--- config.mk ---
export PLATFORM = sky130hd
export DESIGN_NAME = sdglue_regs
export DESIGN_NICKNAME = d
export VERILOG_FILES = /design/src/rtl/sdglue_regs.sv
export SDC_FILE = /design/constraint.sdc
export NUM_CORES = 1
export LEC_CHECK = 0
export CORE_MARGIN = 1
export CORE_UTILIZATION = 41
export DETAILED_ROUTE_END_ITERATION = 12
export RECOVER_POWER = 25
export REMOVE_ABC_BUFFERS = 1
export SYNTH_ARGS = -nofsm -noshare
export SYNTH_HDL_FRONTEND = slang
export SYNTH_SLANG_ARGS = --single-unit
--- constraint.sdc ---
create_clock -name clk -period 5.8 [get_ports clk]
set_input_delay 1.16 -clock clk [delete_from_list [all_inputs] [get_ports clk]]
set_output_delay 1.16 -clock clk [all_outputs]
set_load 0.005 [all_outputs]
--- src/rtl/sdglue_regs.sv ---
module sdglue_regs #(
  parameter int NUM_SLOTS = 2,
  parameter int ADDR_W    = 12,
  parameter logic [31:0] DBNC_RST = 32'h0000_0005
) (
  input  logic                    clk,
  input  logic                    rst_n,
  input  logic                    req_wr,
  input  logic                    req_rd,
  input  logic [ADDR_W-1:0]       req_addr,
  input  logic [31:0]             req_wdata,
  output logic [31:0]             rsp_rdata,
  input  logic [NUM_SLOTS-1:0]    slot_irq_in,
  output logic                    irq_out,
  output logic                    ctl_reset_pulse,
  output logic [NUM_SLOTS-1:0]    slot_sel,
  output logic [32*NUM_SLOTS-1:0] slot_cap,
  output logic [32*NUM_SLOTS-1:0] slot_maxcur
);

  localparam int PAGE_W = ADDR_W - 8;
  localparam logic [ADDR_W-1:0] INFO_OFS = ADDR_W'(12'h000);
  localparam logic [ADDR_W-1:0] DBNC_OFS = ADDR_W'(12'h004);
  localparam logic [ADDR_W-1:0] BUS_OFS  = ADDR_W'(12'h008);
  localparam logic [ADDR_W-1:0] WPP_OFS  = ADDR_W'(12'h0EC);
  localparam logic [ADDR_W-1:0] CDET_OFS = ADDR_W'(12'h0F0);
  localparam logic [ADDR_W-1:0] IST_OFS  = ADDR_W'(12'h0FC);
  localparam int CAP_OFS   = 'h10;
  localparam int MAXC_OFS  = 'h18;
  localparam int SLOT_STEP = 'h10;
  localparam logic [31:0] INFO_RST = (NUM_SLOTS == 2) ? 32'h0003_0000 : 32'h0001_0000;

  logic [31:0] info_q, dbnc_q, bus_q, wpp_q, cdet_q;
  logic [31:0] cap_q  [NUM_SLOTS];
  logic [31:0] maxc_q [NUM_SLOTS];
  logic [NUM_SLOTS-1:0] irq_stat_q;
  logic [31:0] rd_val;

  always_ff @(posedge clk) begin
    if (!rst_n) begin
      info_q <= INFO_RST;
      dbnc_q <= DBNC_RST;
      bus_q  <= '0;
      wpp_q  <= '0;
      cdet_q <= '0;
      for (int k = 0; k < NUM_SLOTS; k++) begin
        cap_q[k]  <= '0;
        maxc_q[k] <= '0;
      end
    end else if (req_wr) begin
      if (req_addr == INFO_OFS) info_q <= {req_wdata[31:1], 1'b0};
      if (req_addr == DBNC_OFS) dbnc_q <= req_wdata;
      if (req_addr == BUS_OFS)  bus_q  <= req_wdata;
      if (req_addr == WPP_OFS)  wpp_q  <= req_wdata;
      if (req_addr == CDET_OFS) cdet_q <= req_wdata;
      for (int k = 0; k < NUM_SLOTS; k++) begin
        if (req_addr == ADDR_W'(CAP_OFS + SLOT_STEP * k))  cap_q[k]  <= req_wdata;
        if (req_addr == ADDR_W'(MAXC_OFS + SLOT_STEP * k)) maxc_q[k] <= req_wdata;
      end
    end
  end

  always_ff @(posedge clk) begin
    if (!rst_n) begin
      irq_stat_q      <= '0;
      ctl_reset_pulse <= 1'b0;
    end else begin
      irq_stat_q      <= slot_irq_in;
      ctl_reset_pulse <= req_wr && (req_addr == INFO_OFS) && req_wdata[0];
    end
  end

  assign irq_out = |irq_stat_q;

  always_comb begin
    rd_val = '0;
    if (req_addr == INFO_OFS) rd_val = info_q;
    if (req_addr == DBNC_OFS) rd_val = dbnc_q;
    if (req_addr == BUS_OFS)  rd_val = bus_q;
    if (req_addr == WPP_OFS)  rd_val = wpp_q;
    if (req_addr == CDET_OFS) rd_val = cdet_q;
    if (req_addr == IST_OFS)  rd_val = 32'(irq_stat_q);
    for (int k = 0; k < NUM_SLOTS; k++) begin
      if (req_addr == ADDR_W'(CAP_OFS + SLOT_STEP * k))  rd_val = cap_q[k];
      if (req_addr == ADDR_W'(MAXC_OFS + SLOT_STEP * k)) rd_val = maxc_q[k];
    end
  end

  always_ff @(posedge clk) begin
    if (!rst_n)      rsp_rdata <= '0;
    else if (req_rd) rsp_rdata <= rd_val;
  end

  for (genvar i = 0; i < NUM_SLOTS; i++) begin : g_slot
    assign slot_sel[i] = (req_wr || req_rd) &&
                         (req_addr[ADDR_W-1:8] == PAGE_W'(i + 1));
    assign slot_cap[32*i +: 32]    = cap_q[i];
    assign slot_maxcur[32*i +: 32] = maxc_q[i];
  end

  logic past_ok;
  always_ff @(posedge clk) begin
    if (!rst_n) past_ok <= 1'b0;
    else        past_ok <= 1'b1;
  end


  rst_pulse_src_chk: assert property (@(posedge clk) disable iff (!rst_n)
    ctl_reset_pulse |-> past_ok && $past(req_wr && req_addr == INFO_OFS && req_wdata[0]));


  info_bit0_chk: assert property (@(posedge clk) disable iff (!rst_n)
    past_ok && $past(req_rd && req_addr == INFO_OFS) |-> rsp_rdata[0] == 1'b0);


  slot_sel_onehot_chk: assert property (@(posedge clk) disable iff (!rst_n)
    $onehot0(slot_sel));


  irq_or_chk: assert property (@(posedge clk) disable iff (!rst_n)
    past_ok |-> irq_out == $past(|slot_irq_in));


  rdata_hold_chk: assert property (@(posedge clk) disable iff (!rst_n)
    past_ok && !$past(req_rd) |-> $stable(rsp_rdata));

endmodule

==> metrics <==
total of max-cap violations 0; vias in the first global route between 10000 and 15000; Max Freq 245 MHz; DR pass1 iterations 7; crit path launch type primary input; Final Skew 0.00729 ns; WP data required 5.99 ns; HPWL after detailed placement 28700 µm; post-CTS sizing 0; antenna cells 0; max-slew violations 0; Die H approximately 190 µm; Final Cycle Share 0.703; largest net degree at the start of global routing 73; Pwr Density 275 mW/mm²; CP arrival roughly 4.3 ns; hold_sp dbnc_q[21]; RR Startpoint bus_q[1]; Cells after Synth 1528; CTS sink count 322; final instance count without filler cells 2152; initial antenna violation count 1; Die W ~190 µm; Total Power 0.00496 W; initial core utilization 0.418; Hold Fails Final Rpt 0; most area-hungry cell type in the Yosys netlist dfxtp_1; # IOs between 200 and 250; Hold/Removal Path Class reg -> reg; Leak 6.06 nW; RSZ-0062 raised after global routing no; H-tree levels 2; vias 12300; Distinct cells, synth 54; number of synthesized register bits roughly 320; most frequent cells in the layout nand2_1, dfxtp_1, dlygate4sd3_1; DP Area 0.0169 mm²; peak supply drop 0.180 mV; Post-Place Cells ~2100; share of cells above drive strength 1 0.0772; minimum clock period after layout 4.08 ns; number of core rows 68; area share of the largest cell type after synthesis 0.268; Post-synth top flop dfxtp_1; number of post-CTS setup repair buffers 0; CTS hold repair buffers 0; final wirelength 47900 µm; clock latency on the worst-skew pair 0.52 ns; detailed-route vias per instance 5.71; Critical path origin req_addr[9]; Synth Cell Area 0.0145 mm²; status completed; yosys warns 0; final setup violating endpoints 0; Design Area, Final 0.0180 mm²; DR iter-0 viols roughly 1200; crit-path max FO 22; Port Buffer Count between 200 and 250; nets roughly 1700; Syn-to-layout area delta 24.5%; DRC viols 0; first-pass GRT wire length around 72000 µm; Placement Setup Slack 1.25 ns; CP Capture Type register; CTS tree done; Clock Tree Buf Depth 3; synth top area cells dfxtp_1, edfxtp_1, nand2_1, a21boi_0, a21boi_1; clock slew at reported path FFs approximately 0.06 ns; worst-margin pin slew ~1.1 ns; Placer Congestion slightly below 0.8; syn_area_per_cell 9.48 µm²; commonest non-fill, non-tap cell in the layout nand2_1; DIE AREA 0.0361 mm²; post-route ant nets 0; total core area 0.0346 mm²; CTS root buf clkbuf_16; crit path kind in -> reg; routed len/inst 22.2 µm; number of synthesized flops with an enable pin 128; post-synthesis sequential area ratio 0.533; Async SR Flop Fraction 0; gr usage total 0.264; worst hold slack ~0.45 ns; Rel. slew slack 0.287; gr ovfl total 0; Setup WS post-layout 1.72 ns; Num CTS Buffers 36
==> per-layer routing <==
metal | global-route usage | part of all wire
met1 | 0.360 | 0.44
met2 | 0.435 | 0.47
met3 | 0.0367 | 0.062
met4 | 0.0732 | 0.024
met5 | 0 | 0.00036
==> area by class of cell <==
type	count	area, µm²
clock inverters	15	103
flip-flops and latches	322	7730
repair buffers	236	2290
multi-input cells	1069	6290
clock buffers	51	1040
well taps	455	569
fillers	3175	16600
inverters	4	15.0
==> per-stage QoR <==
| step | TNS (ns) | util |
|---|---|---|
| after floorplan | -2.88 | - |
| after global placement | 0 | 0.488 |
| after detailed placement | 0 | 0.488 |
| after CTS | 0 | 0.521 |
| after global routing | 0 | 0.521 |
| final | 0 | 0.521 |
==> worst paths after layout <==
check | depth (start not counted) | end | slack [ns]
setup / recovery | 6 | cap_q[0][4] | 1.72
hold / removal | 2 | dbnc_q[21] | 0.45
setup reg to reg | 5 | rsp_rdata[1] | 4.27
hold reg to reg | 2 | dbnc_q[21] | 0.45
==> critical path, cell delays in order <==
cell,delay (ns)
clkdlybuf4s50_1,0.47
nor4_2,0.68
and2_2,0.61
nand2_1,0.23
o21ai_4,0.69
buf_4,0.41
==> power breakdown <==
part	internal (W)	total, W	leakage, nW	switching (W)
logic	0.000133	0.000309	2.72	0.000176
registers	0.00240	0.00243	2.78	0.0000324
clock network	0.00130	0.00222	0.566	0.000922
total	0.00383	0.00496	6.06	0.00113
==> cell families after synthesis <==
logic type / share of synthesized area
buf+inv: 0.0407
mux: 0.0228
flops: 0.533
compound gates: 0.211
simple gates: 0.192
==> Yosys cell counts (4+ instances only) <==
master	number
a211oi_1	5
a21boi_0	97
a21boi_1	58
a21oi_1	14
a21oi_2	9
a221o_1	15
a221oi_1	37
a22oi_1	24
and2_1	69
and3_1	8
buf_2	22
clkbuf_1	102
dfxtp_1	194
edfxtp_1	128
inv_1	4
mux2i_1	33
nand2_1	367
nand3_1	12
nor2_1	85
nor2_4	9
nor2b_1	4
nor3_1	20
o2111a_1	7
o211ai_1	24
o21a_1	14
o21ai_0	77
o21ai_1	12
o2bb2ai_1	8
o32ai_1	7
or2_2	4
or3_1	26
==> registers in the layout, summed over array words and instances (netlist names) <==
register / cells
rsp_rdata: 32
ctl_reset_pulse: 1
info_q: 31
cap_q: 64
bus_q: 32
irq_stat_q: 2
wpp_q: 32
cdet_q: 32
maxc_q: 64
dbnc_q: 32
Power figures use the tool's default switching activity.
